==> src/rtl/bmu_pkg.sv <==
package bmu_pkg;
  typedef enum logic [3:0] {
    OP_FEXT = 4'd0,
    OP_ISOL = 4'd1,
    OP_MSKL = 4'd2,
    OP_RSTL = 4'd3,
    OP_ZHI  = 4'd4,
    OP_PDEP = 4'd5,
    OP_PEXT = 4'd6,
    OP_LZC  = 4'd7,
    OP_TZC  = 4'd8,
    OP_POPC = 4'd9,
    OP_ANDN = 4'd10
  } bmu_op_e;
endpackage

==> src/rtl/bmu_count.sv <==
module bmu_count #(
  parameter int W = 64
) (
  input  logic [W-1:0]         val_i,
  input  logic                 wide_i,
  output logic [$clog2(W):0]   lz_o,
  output logic [$clog2(W):0]   tz_o,
  output logic [$clog2(W):0]   pc_o
);
  localparam int CW = $clog2(W) + 1;
  localparam int H  = W / 2;
  localparam logic [CW-1:0] FULL = CW'(W);
  localparam logic [CW-1:0] HALF = CW'(H);

  logic [W-1:0]  view;
  logic [CW-1:0] lz_raw, tz_raw, pc_raw;
  logic          lz_hit, tz_hit;

  always_comb begin
    // narrow mode: move the low half to the top so the scan starts at bit 31
    view   = wide_i ? val_i : {val_i[H-1:0], {H{1'b0}}};
    lz_raw = FULL;
    lz_hit = 1'b0;
    for (int i = W - 1; i >= 0; i--) begin
      if (!lz_hit && view[i]) begin
        lz_raw = CW'(W - 1 - i);
        lz_hit = 1'b1;
      end
    end
    tz_raw = FULL;
    tz_hit = 1'b0;
    for (int i = 0; i < W; i++) begin
      if (!tz_hit && val_i[i]) begin
        tz_raw = CW'(i);
        tz_hit = 1'b1;
      end
    end
    pc_raw = '0;
    for (int i = 0; i < W; i++) begin
      pc_raw = pc_raw + CW'(val_i[i]);
    end
  end

  assign lz_o = (!wide_i && lz_raw > HALF) ? HALF : lz_raw;
  assign tz_o = (!wide_i && tz_raw > HALF) ? HALF : tz_raw;
  assign pc_o = pc_raw;
endmodule

==> src/rtl/bmu_simple.sv <==
module bmu_simple
  import bmu_pkg::*;
#(
  parameter int W = 64
) (
  input  bmu_op_e              op_i,
  input  logic                 wide_i,
  input  logic [W-1:0]         a_i,
  input  logic [W-1:0]         b_i,
  input  logic [$clog2(W):0]   lz_i,
  input  logic [$clog2(W):0]   tz_i,
  input  logic [$clog2(W):0]   pc_i,
  output logic [W-1:0]         res_o,
  output logic                 cf_o
);
  localparam int SW = $clog2(W);
  localparam logic [7:0] LIM_W = 8'(W);
  localparam logic [7:0] LIM_N = 8'(W / 2);
  localparam logic [W-1:0] ONE = W'(1);

  logic [7:0]   pos, len, lim;
  logic [W-1:0] shifted, fmask;

  always_comb begin
    pos     = b_i[7:0];
    len     = b_i[15:8];
    lim     = wide_i ? LIM_W : LIM_N;
    shifted = (pos >= LIM_W) ? '0 : (a_i >> pos[SW-1:0]);
    fmask   = (len >= LIM_W) ? '1 : ((ONE << len[SW-1:0]) - ONE);
    res_o   = '0;
    cf_o    = 1'b0;
    case (op_i)
      OP_FEXT: res_o = shifted & fmask;
      OP_ISOL: begin
        res_o = a_i & (~a_i + ONE);
        cf_o  = |a_i;
      end
      OP_MSKL: begin
        res_o = a_i ^ (a_i - ONE);
        cf_o  = ~|a_i;
      end
      OP_RSTL: begin
        res_o = a_i & (a_i - ONE);
        cf_o  = ~|a_i;
      end
      OP_ZHI: begin
        cf_o  = (pos >= lim);
        res_o = cf_o ? a_i : (a_i & ((ONE << pos[SW-1:0]) - ONE));
      end
      OP_LZC: begin
        res_o = W'(lz_i);
        cf_o  = ~|a_i;
      end
      OP_TZC: begin
        res_o = W'(tz_i);
        cf_o  = ~|a_i;
      end
      OP_POPC: res_o = W'(pc_i);
      OP_ANDN: res_o = a_i & ~b_i;
      default: res_o = '0;
    endcase
  end
endmodule

==> src/rtl/bmu_scatter.sv <==
module bmu_scatter #(
  parameter int W = 64
) (
  input  logic         clk,
  input  logic         rst_n,
  input  logic         load_i,
  input  logic         dep_i,
  input  logic [W-1:0] src_i,
  input  logic [W-1:0] mask_i,
  output logic         busy_o,
  output logic         fin_o,
  output logic [W-1:0] res_o
);
  localparam int SW = $clog2(W);
  localparam int CW = SW + 1;
  localparam logic [W-1:0] ONE = W'(1);

  logic          busy_q, busy_n;
  logic          dep_q, dep_n;
  logic [W-1:0]  mask_q, mask_n;
  logic [W-1:0]  src_q, src_n;
  logic [W-1:0]  acc_q, acc_n;
  logic [CW-1:0] k_q, k_n;
  logic [W-1:0]  low;
  logic          en;

  assign low = mask_q & (~mask_q + ONE);
  assign en  = load_i | busy_q;

  always_comb begin
    busy_n = busy_q;
    dep_n  = dep_q;
    mask_n = mask_q;
    src_n  = src_q;
    acc_n  = acc_q;
    k_n    = k_q;
    if (load_i) begin
      busy_n = 1'b1;
      dep_n  = dep_i;
      mask_n = mask_i;
      src_n  = src_i;
      acc_n  = '0;
      k_n    = '0;
    end else if (busy_q) begin
      if (mask_q == '0) begin
        busy_n = 1'b0;
      end else begin
        if (dep_q) begin
          if (src_q[k_q[SW-1:0]]) acc_n = acc_q | low;
        end else if (|(src_q & low)) begin
          acc_n = acc_q | (ONE << k_q[SW-1:0]);
        end
        mask_n = mask_q & (mask_q - ONE);
        k_n    = k_q + CW'(1);
      end
    end
  end

  always_ff @(posedge clk or negedge rst_n) begin
    if (!rst_n) begin
      busy_q <= 1'b0;
      dep_q  <= 1'b0;
      mask_q <= '0;
      src_q  <= '0;
      acc_q  <= '0;
      k_q    <= '0;
    end else if (en) begin
      busy_q <= busy_n;
      dep_q  <= dep_n;
      mask_q <= mask_n;
      src_q  <= src_n;
      acc_q  <= acc_n;
      k_q    <= k_n;
    end
  end

  assign busy_o = busy_q;
  assign fin_o  = busy_q && (mask_q == '0);
  assign res_o  = acc_q;
endmodule

==> src/rtl/bitop_unit.sv <==
module bitop_unit
  import bmu_pkg::*;
#(
  parameter int W = 64
) (
  input  logic         clk,
  input  logic         rst_n,
  input  logic         start_i,
  input  logic [3:0]   op_i,
  input  logic         wide_i,
  input  logic [W-1:0] opa_i,
  input  logic [W-1:0] opb_i,
  output logic         busy_o,
  output logic         done_o,
  output logic [W-1:0] res_o,
  output logic         zf_o,
  output logic         cf_o
);
  localparam int H  = W / 2;
  localparam int CW = $clog2(W) + 1;

  logic [1:0]    rs_q;
  logic          core_rst_n;
  bmu_op_e       op;
  logic [W-1:0]  wmask, a_m, b_m;
  logic          is_iter, accept, simple_go;
  logic [CW-1:0] lz, tz, pc;
  logic [W-1:0]  simple_res, scat_res;
  logic          simple_cf, scat_busy, scat_fin;
  logic          done_q, done_n;
  logic [W-1:0]  res_q, res_n;
  logic          zf_q, zf_n, cf_q, cf_n;

  // reset: asserted at once, released after two clock edges
  always_ff @(posedge clk or negedge rst_n) begin
    if (!rst_n) rs_q <= 2'b00;
    else        rs_q <= {rs_q[0], 1'b1};
  end
  assign core_rst_n = rs_q[1];

  assign op        = bmu_op_e'(op_i);
  assign wmask     = wide_i ? {W{1'b1}} : {{H{1'b0}}, {H{1'b1}}};
  assign a_m       = opa_i & wmask;
  assign b_m       = opb_i & wmask;
  assign is_iter   = (op == OP_PDEP) || (op == OP_PEXT);
  assign accept    = start_i && !scat_busy;
  assign simple_go = accept && !is_iter;

  bmu_count #(.W(W)) u_count (
    .val_i  (a_m),
    .wide_i (wide_i),
    .lz_o   (lz),
    .tz_o   (tz),
    .pc_o   (pc)
  );

  bmu_simple #(.W(W)) u_simple (
    .op_i   (op),
    .wide_i (wide_i),
    .a_i    (a_m),
    .b_i    (b_m),
    .lz_i   (lz),
    .tz_i   (tz),
    .pc_i   (pc),
    .res_o  (simple_res),
    .cf_o   (simple_cf)
  );

  bmu_scatter #(.W(W)) u_scatter (
    .clk    (clk),
    .rst_n  (core_rst_n),
    .load_i (accept && is_iter),
    .dep_i  (op == OP_PDEP),
    .src_i  (a_m),
    .mask_i (b_m),
    .busy_o (scat_busy),
    .fin_o  (scat_fin),
    .res_o  (scat_res)
  );

  always_comb begin
    done_n = 1'b0;
    res_n  = res_q;
    cf_n   = cf_q;
    if (simple_go) begin
      done_n = 1'b1;
      res_n  = simple_res & wmask;
      cf_n   = simple_cf;
    end else if (scat_fin) begin
      done_n = 1'b1;
      res_n  = scat_res;
      cf_n   = 1'b0;
    end
    zf_n = ~|res_n;
  end

  always_ff @(posedge clk or negedge core_rst_n) begin
    if (!core_rst_n) begin
      done_q <= 1'b0;
    end else begin
      done_q <= done_n;
    end
  end

  always_ff @(posedge clk or negedge core_rst_n) begin
    if (!core_rst_n) begin
      res_q <= '0;
      zf_q  <= 1'b1;
      cf_q  <= 1'b0;
    end else if (done_n) begin
      res_q <= res_n;
      zf_q  <= zf_n;
      cf_q  <= cf_n;
    end
  end

  assign busy_o = scat_busy;
  assign done_o = done_q;
  assign res_o  = res_q;
  assign zf_o   = zf_q;
  assign cf_o   = cf_q;
endmodule

==> config.mk <==
export PLATFORM = sky130hd
export DESIGN_NAME = bitop_unit
export DESIGN_NICKNAME = d
export VERILOG_FILES = /design/src/rtl/bmu_pkg.sv /design/src/rtl/bmu_count.sv /design/src/rtl/bmu_simple.sv /design/src/rtl/bmu_scatter.sv /design/src/rtl/bitop_unit.sv
export SDC_FILE = /design/constraint.sdc
export NUM_CORES = 2
export LEC_CHECK = 0
export CORE_MARGIN = 5
export CORE_UTILIZATION = 38
export DETAILED_ROUTE_END_ITERATION = 8
export DONT_BUFFER_PORTS = 1
export PLACE_DENSITY = 0.6
export REMOVE_ABC_BUFFERS = 1
export SLEW_MARGIN = 20
export SYNTH_ARGS = -nofsm -noshare
export SYNTH_HDL_FRONTEND = slang
export SYNTH_SLANG_ARGS = --single-unit
==> constraint.sdc <==
create_clock -name clk -period 7.25 [get_ports clk]
set_input_delay 1.45 -clock clk [delete_from_list [all_inputs] [get_ports clk]]
set_output_delay 1.45 -clock clk [all_outputs]
set_load 0.005 [all_outputs]
**Word-level counts from Yosys, hierarchy flattened**

Index checks and enable logic that the tools add are counted.

- Bits in registers: 270
- Output and inout port bits: 68
- Logic and storage cells: 685

- $add $sub $neg: 70
- Magnitude comparators: 6
- Eq/ne operators: 12
- Shift operators: 4
- Muxes and demuxes: 287
- Bitwise gates (word level): 18
- Reduce and logical (&&, ||, !) cells: 277

Operators by type and width:

| cell | count |
|---|---|
| 64-bit 2-to-1 mux | 16 |
| 7-bit 2-to-1 mux | 134 |
| 64-bit AND | 11 |
| 64-bit case mux with 9 select lines | 1 |
| 7-bit by 1-bit adder with 7-bit output | 62 |
| 64-bit by 1-bit subtractor with 64-bit output, second input constant | 4 |
| 64-bit inverter | 3 |
| 64-bit OR reduction | 3 |
| 1-bit by 6-bit << shifter with 64-bit output, first input constant | 3 |
| 1-bit 2-to-1 mux | 134 |
| 1-bit logical AND | 132 |
| 1-bit zero test | 131 |
| 64-bit by 1-bit adder with 64-bit output, second input constant | 2 |
| 64-bit OR | 2 |
| 64-bit zero test | 1 |
| 64-bit by 6-bit >> shifter with 64-bit output | 1 |
| 64-bit XOR | 1 |
| 4-bit by 3-bit == test with 1-bit output, second input constant | 4 |
| 8-bit by 7-bit >= comparator with 1-bit output, second input constant | 2 |
| 7-bit by 6-bit > comparator with 1-bit output, second input constant | 2 |
| 4-bit == test, second input constant | 3 |
| 4-bit by 2-bit == test with 1-bit output, second input constant | 2 |
| 8-bit >= comparator | 1 |
| 7-bit by 1-bit adder with 7-bit output, second input constant | 1 |
| 16 further kinds | 18 |

**Longest topological paths before layout**

- Depth after elaboration: 201
- Depth in mapped cells: 35

**By module**

A second synthesis with hierarchy kept.

- Cells, all modules: 3976
- Area, all modules: 30331.6 µm²

By module, submodules not included:

| module | instances | cells each | area each (µm²) |
|---|---|---|---|
| bmu_simple | 1 | 1753 | 11158.2 |
| bmu_scatter | 1 | 1170 | 10920.5 |
| bitop_unit | 1 | 455 | 4156.5 |
| bmu_count | 1 | 598 | 4096.4 |

**Least setup slack after synthesis**

OpenSTA, ideal clock, no wires.

- Path type: input to register
- From: input port wide_i
- To: register zf_q, in the netlist zf_o
- Arrival: 9.029 ns
- Required time: 7.187 ns
- Setup slack: -1.842 ns
- Cell stages on the path: 28
- Path through: buf_2 buf_2 buf_2 clkbuf_1 buf_2 buf_1 nand2_1 fa_1 fa_1 fa_1 inv_1 fa_1 inv_1 fa_1 fa_1 fa_1 fa_1 fa_1 fa_1 nand2b_1 a21oi_1 xor2_1 a22oi_1 a31oi_1 or3_1 nor3_1 and4_1 a32o_1

- Word-level cells in the longest chain between the ends: 201

Ends and longest elaborated chain:

| element | RTL line | source |
|---|---|---|
| start, declared | bitop_unit.sv:10 | `input logic wide_i,` |
| parallel branches: the longest is 197 deep, another holds 7-bit by 1-bit adder with 7-bit output | n/a |  |
| 64-bit AND * | bitop_unit.sv:87 | `res_n = simple_res & wmask;` |
| 64-bit 2-to-1 mux * | bitop_unit.sv:85 | `if (simple_go) begin` |
| 64-bit OR reduction * | bitop_unit.sv:94 | `zf_n = ~\|res_n;` |
| 1-bit zero test * | bitop_unit.sv:94 |  |
| end signal, assigned | bitop_unit.sv:112 | `zf_q <= zf_n;` |
| end, declared | bitop_unit.sv:32 | `logic zf_q, zf_n, cf_q, cf_n;` |

Every way passes the cells marked *.
A chain may end at the register's enable or synchronous reset.

**Worst setup path after layout**

- From: input port wide_i
- To: register zf_q, in the netlist zf_o

RTL lines:

| element | RTL line | source |
|---|---|---|
| 64-bit 2-to-1 mux * | bitop_unit.sv:42 | `assign wmask = wide_i ? {W{1'b1}} : {{H{1'b0}}, {H{1'b1}}};` |
| 64-bit AND * | bitop_unit.sv:43 | `assign a_m = opa_i & wmask;` |
| via a_m[32] | bitop_unit.sv:25 | `logic [W-1:0] wmask, a_m, b_m;` |
| parallel branches: the longest is 102 deep, another holds 7-bit by 1-bit adder with 7-bit output | n/a |  |
| 64-bit case mux with 9 select lines * | bmu_simple.sv:32 | `case (op_i)` |
| 64-bit AND * | bitop_unit.sv:87 |  |
| 64-bit 2-to-1 mux * | bitop_unit.sv:85 |  |
| 64-bit OR reduction * | bitop_unit.sv:94 |  |
| 1-bit zero test * | bitop_unit.sv:94 |  |

Mark *: on every way through the listed nets, which the timed path passes.

==> results.sh <==
export IMPL_root_buffer="clkbuf_16"
export IMPL_final_min_period_over_clock_period=1.11
export IMPL_nFillCells=7946
export IMPL_route_antenna_remaining_nets=0
export IMPL_cp_start_kind="primary input"
export IMPL_avgSynthCellArea_sq_um=7.45
export IMPL_grtUsageTotal=0.525
export IMPL_avg_wl_per_cell_microns=46.7
export IMPL_timing_hold_worst_class="reg2reg"
export IMPL_worst_hold_slack_ns=0.355
export IMPL_ys_types=96
export IMPL_grt_antenna_before_repair=34
export IMPL_cts_htree_levels=2
export IMPL_ir_drop_mv=0.748
export IMPL_rsz0062_at_grt="yes"
export IMPL_syn_instance_count=3903
export IMPL_postSynth_topFlopCell="dfrtp_1"
export IMPL_timing_final_crit_period_ns=8.01
export IMPL_fin_skew_ns=0.0440
export IMPL_die_h_microns=287
export IMPL_max_slew_margin_rel=0.0686
export IMPL_final_setup_tns_ns=-1.64
export IMPL_postCtsHoldBufs=0
export IMPL_design_portCount=204
export IMPL_cts_path_max_buffers=3
export IMPL_nets=3993
export IMPL_setup_violations=7
export IMPL_failing_checks="negative setup slack"
export IMPL_seq_area_frac_synth=0.232
export IMPL_detail_route_vias_per_cell=7.69
export IMPL_core_region_area_sq_um=75900
export IMPL_dp_final_hpwl_microns=176000
export IMPL_drive_gt1_frac=0.124
export IMPL_endpoint_kind="flip-flop"
export IMPL_first_global_vias=33900
export IMPL_route_detailed_drc=0
export IMPL_final_hold_violation_count=0
export IMPL_syn2layout_area_growth_pct=10.5
export IMPL_power_per_unit_of_standard_cell_area_nw_per_um2=370
export IMPL_ys_seq_elements=269
export IMPL_post_synth_edffs=0
export IMPL_routed_wirelength_microns=227000
export IMPL_drt_first_iter_violations=7222
export IMPL_leakagePower_nw=12.6
export IMPL_globalRouteOverflowTotal=0
export IMPL_dr_total_vias=37300
export IMPL_crit_path_max_fanout=201
export IMPL_max_slew_violation_total_from_the_final_report=0
export IMPL_setup_slack_after_placement_ns=-1.42
export IMPL_grt_start_max_net_pins=202
export IMPL_die_w_microns=287
export IMPL_tritoncts_num_sinks=269
export IMPL_routabilityCongestion=1.17
export IMPL_outcome="finished, violations left"
export IMPL_core_rowCount=101
export IMPL_clock_insertion_delay_worst_skew_ns=0.59
export IMPL_die_area_sq_um=82100
export IMPL_worstPathArrival_ns=8.52
export IMPL_max_cap_viol_count=0
export IMPL_totalPowerFinal_mw=11.9
export IMPL_critical_path_class="in2reg"
export IMPL_fin_util=0.423
export IMPL_synthesis_area_sq_um=29100
export IMPL_tightestPinTransition_ns=1.39
export IMPL_detail_route_first_pass_iterations=9
export IMPL_synth_async_sr_flop_share=1.00
export IMPL_port_buffer_count=0
export IMPL_first_pass_grt_wire_length_microns=300000
export IMPL_tritoncts_num_buffers=34
export IMPL_maxClockFrequency_ghz=0.125
export IMPL_initial_core_util=0.383
export IMPL_post_route_worst_setup_slack_ns=-0.765
export IMPL_tritoncts_clock_tree="done"
export IMPL_yosys_synthesis_warning_count=0
export IMPL_crit_required_ns=7.75
export IMPL_clock_slew_at_reported_path_ffs_ns=0.06
## final timing paths
path,slack [ns],cells after the start,endpoint,startpoint
worst max-delay path,-0.76,27,zf_o$_DFFE_PN1P_,wide_i
worst max register to register,1.48,11,u_scatter.res_o[9]$_DFFE_PN0P_,u_scatter.mask_q[0]$_DFFE_PN0P_
worst min-delay path,0.36,0,rs_q[1]$_DFF_PN0_,rs_q[0]$_DFF_PN0_
worst min register to register,0.36,0,rs_q[1]$_DFF_PN0_,rs_q[0]$_DFF_PN0_
min in group asynchronous,0.39,0,u_scatter.mask_q[24]$_DFFE_PN0P_,rs_q[1]$_DFF_PN0_
max in group asynchronous,5.33,1,res_o[62]$_DFFE_PN0P_,rs_q[1]$_DFF_PN0_
## critical path: stages
cell and delay [ns]:
nand2_8 0.17, inv_2 0.06, fa_1 0.50, inv_1 0.05, fa_1 0.48, fa_1 0.53, inv_1 0.05, fa_1 0.48
inv_1 0.07, fa_2 0.55, fa_2 0.47, fa_1 0.46, fa_1 0.51, fa_2 0.22, fa_2 0.21, nand2b_4 0.13
a21oi_4 0.06, a21oi_2 0.13, nor2_1 0.05, o21ai_1 0.13, buf_4 0.15, a31oi_4 0.06, or4_4 0.52, a2111oi_4 0.21
nand4b_1 0.15, nor4_2 0.22, a32o_1 0.21
## cell usage in the layout (no fill, tap or decap), types with 46 or more instances in the layout
cell,n
nand2_1,484
a211oi_1,50
inv_1,117
nor2_1,316
o22ai_1,50
a31oi_1,75
dfrtp_1,267
mux4_2,52
nor4_1,69
buf_4,202
mux2i_1,102
nand3_1,154
o21ai_0,315
nor3_1,129
and3_1,67
fa_1,48
a21oi_1,259
a32oi_1,46
## report_power, final
part / switching [mW] / internal, mW
logic: 4.45 / 2.90
registers: 0.702 / 1.93
clock network: 0.798 / 1.10
## synth_stat cells (all sizes together) (52+ instances only)
cell,instances,area share
nand2,492,0.064
o21ai,327,0.056
nor2,319,0.041
clkbuf,307,0.040
dfrtp,268,0.23
a21oi,264,0.045
nand3,155,0.027
nor3,137,0.024
inv,130,0.017
mux2i,102,0.035
nor4,82,0.021
a31oi,76,0.016
and3,67,0.014
buf,64,0.010
fa,54,0.037
mux4,52,0.040
## flip-flops by register name (all words and copies together) (netlist names)
signal	flops
done_o	1
zf_o	1
u_scatter.busy_o	1
u_scatter.res_o	64
u_scatter.src_q	64
rs_q	2
cf_o	1
u_scatter.dep_q	1
u_scatter.mask_q	64
res_o	64
u_scatter.k_q	6
## per-layer routing
metal / up-vias / GRT usage / wire length, microns
li1: 14400 / - / -
met1: 18100 / 0.638 / 80000
met2: 3677 / 0.703 / 85500
met3: 1063 / 0.250 / 36200
met4: 18 / 0.414 / 25000
met5: - / 0.00536 / 110
## logic make-up after synthesis
| kind of cell | synth area share |
|---|---|
| adders and majority gates | 0.0497 |
| other | 0.000129 |
| AOI/OAI and AO/OA | 0.289 |
| buffers and inverters | 0.0674 |
| xor gates and xnor gates | 0.0111 |
| muxes | 0.0870 |
| and+or+nand+nor | 0.264 |
| DFF | 0.232 |
## layout make-up
type                            count  area (sq um)  share of cell area
Timing Repair Buffer              206          1590              0.0494
Clock buffer                       39           900              0.0280
Sequential cell                   269          6740               0.210
Antenna cell                       23          57.6             0.00179
Clock inverter                     22           322              0.0100
Multi-Input combinational cell   3128         20700               0.645
Tap cell                         1030          1290              0.0401
Inverter                          135           513              0.0160
## per-stage QoR
stage | cells | instance area, sq um
3_3_place_gp | 4764 | 30600
5_1_grt | 4834 | 32100
2_1_floorplan | 3532 | 27600
6_report | 4852 | 32100
3_5_place_dp | 4764 | 30600
4_1_cts | 4827 | 31900
## what timing repair did
| item | CTS | global route |
|---|---|---|
| setup endpoints to repair | 4 | 7 |
| gates resized for setup | 31 | 22 |
| pin swaps | 21 | 22 |
| setup buffers | 2 | 1 |
| endpoints found under the hold margin | 0 | 0 |
| gates cloned | 0 | 0 |
Power figures use the tool's default switching activity.
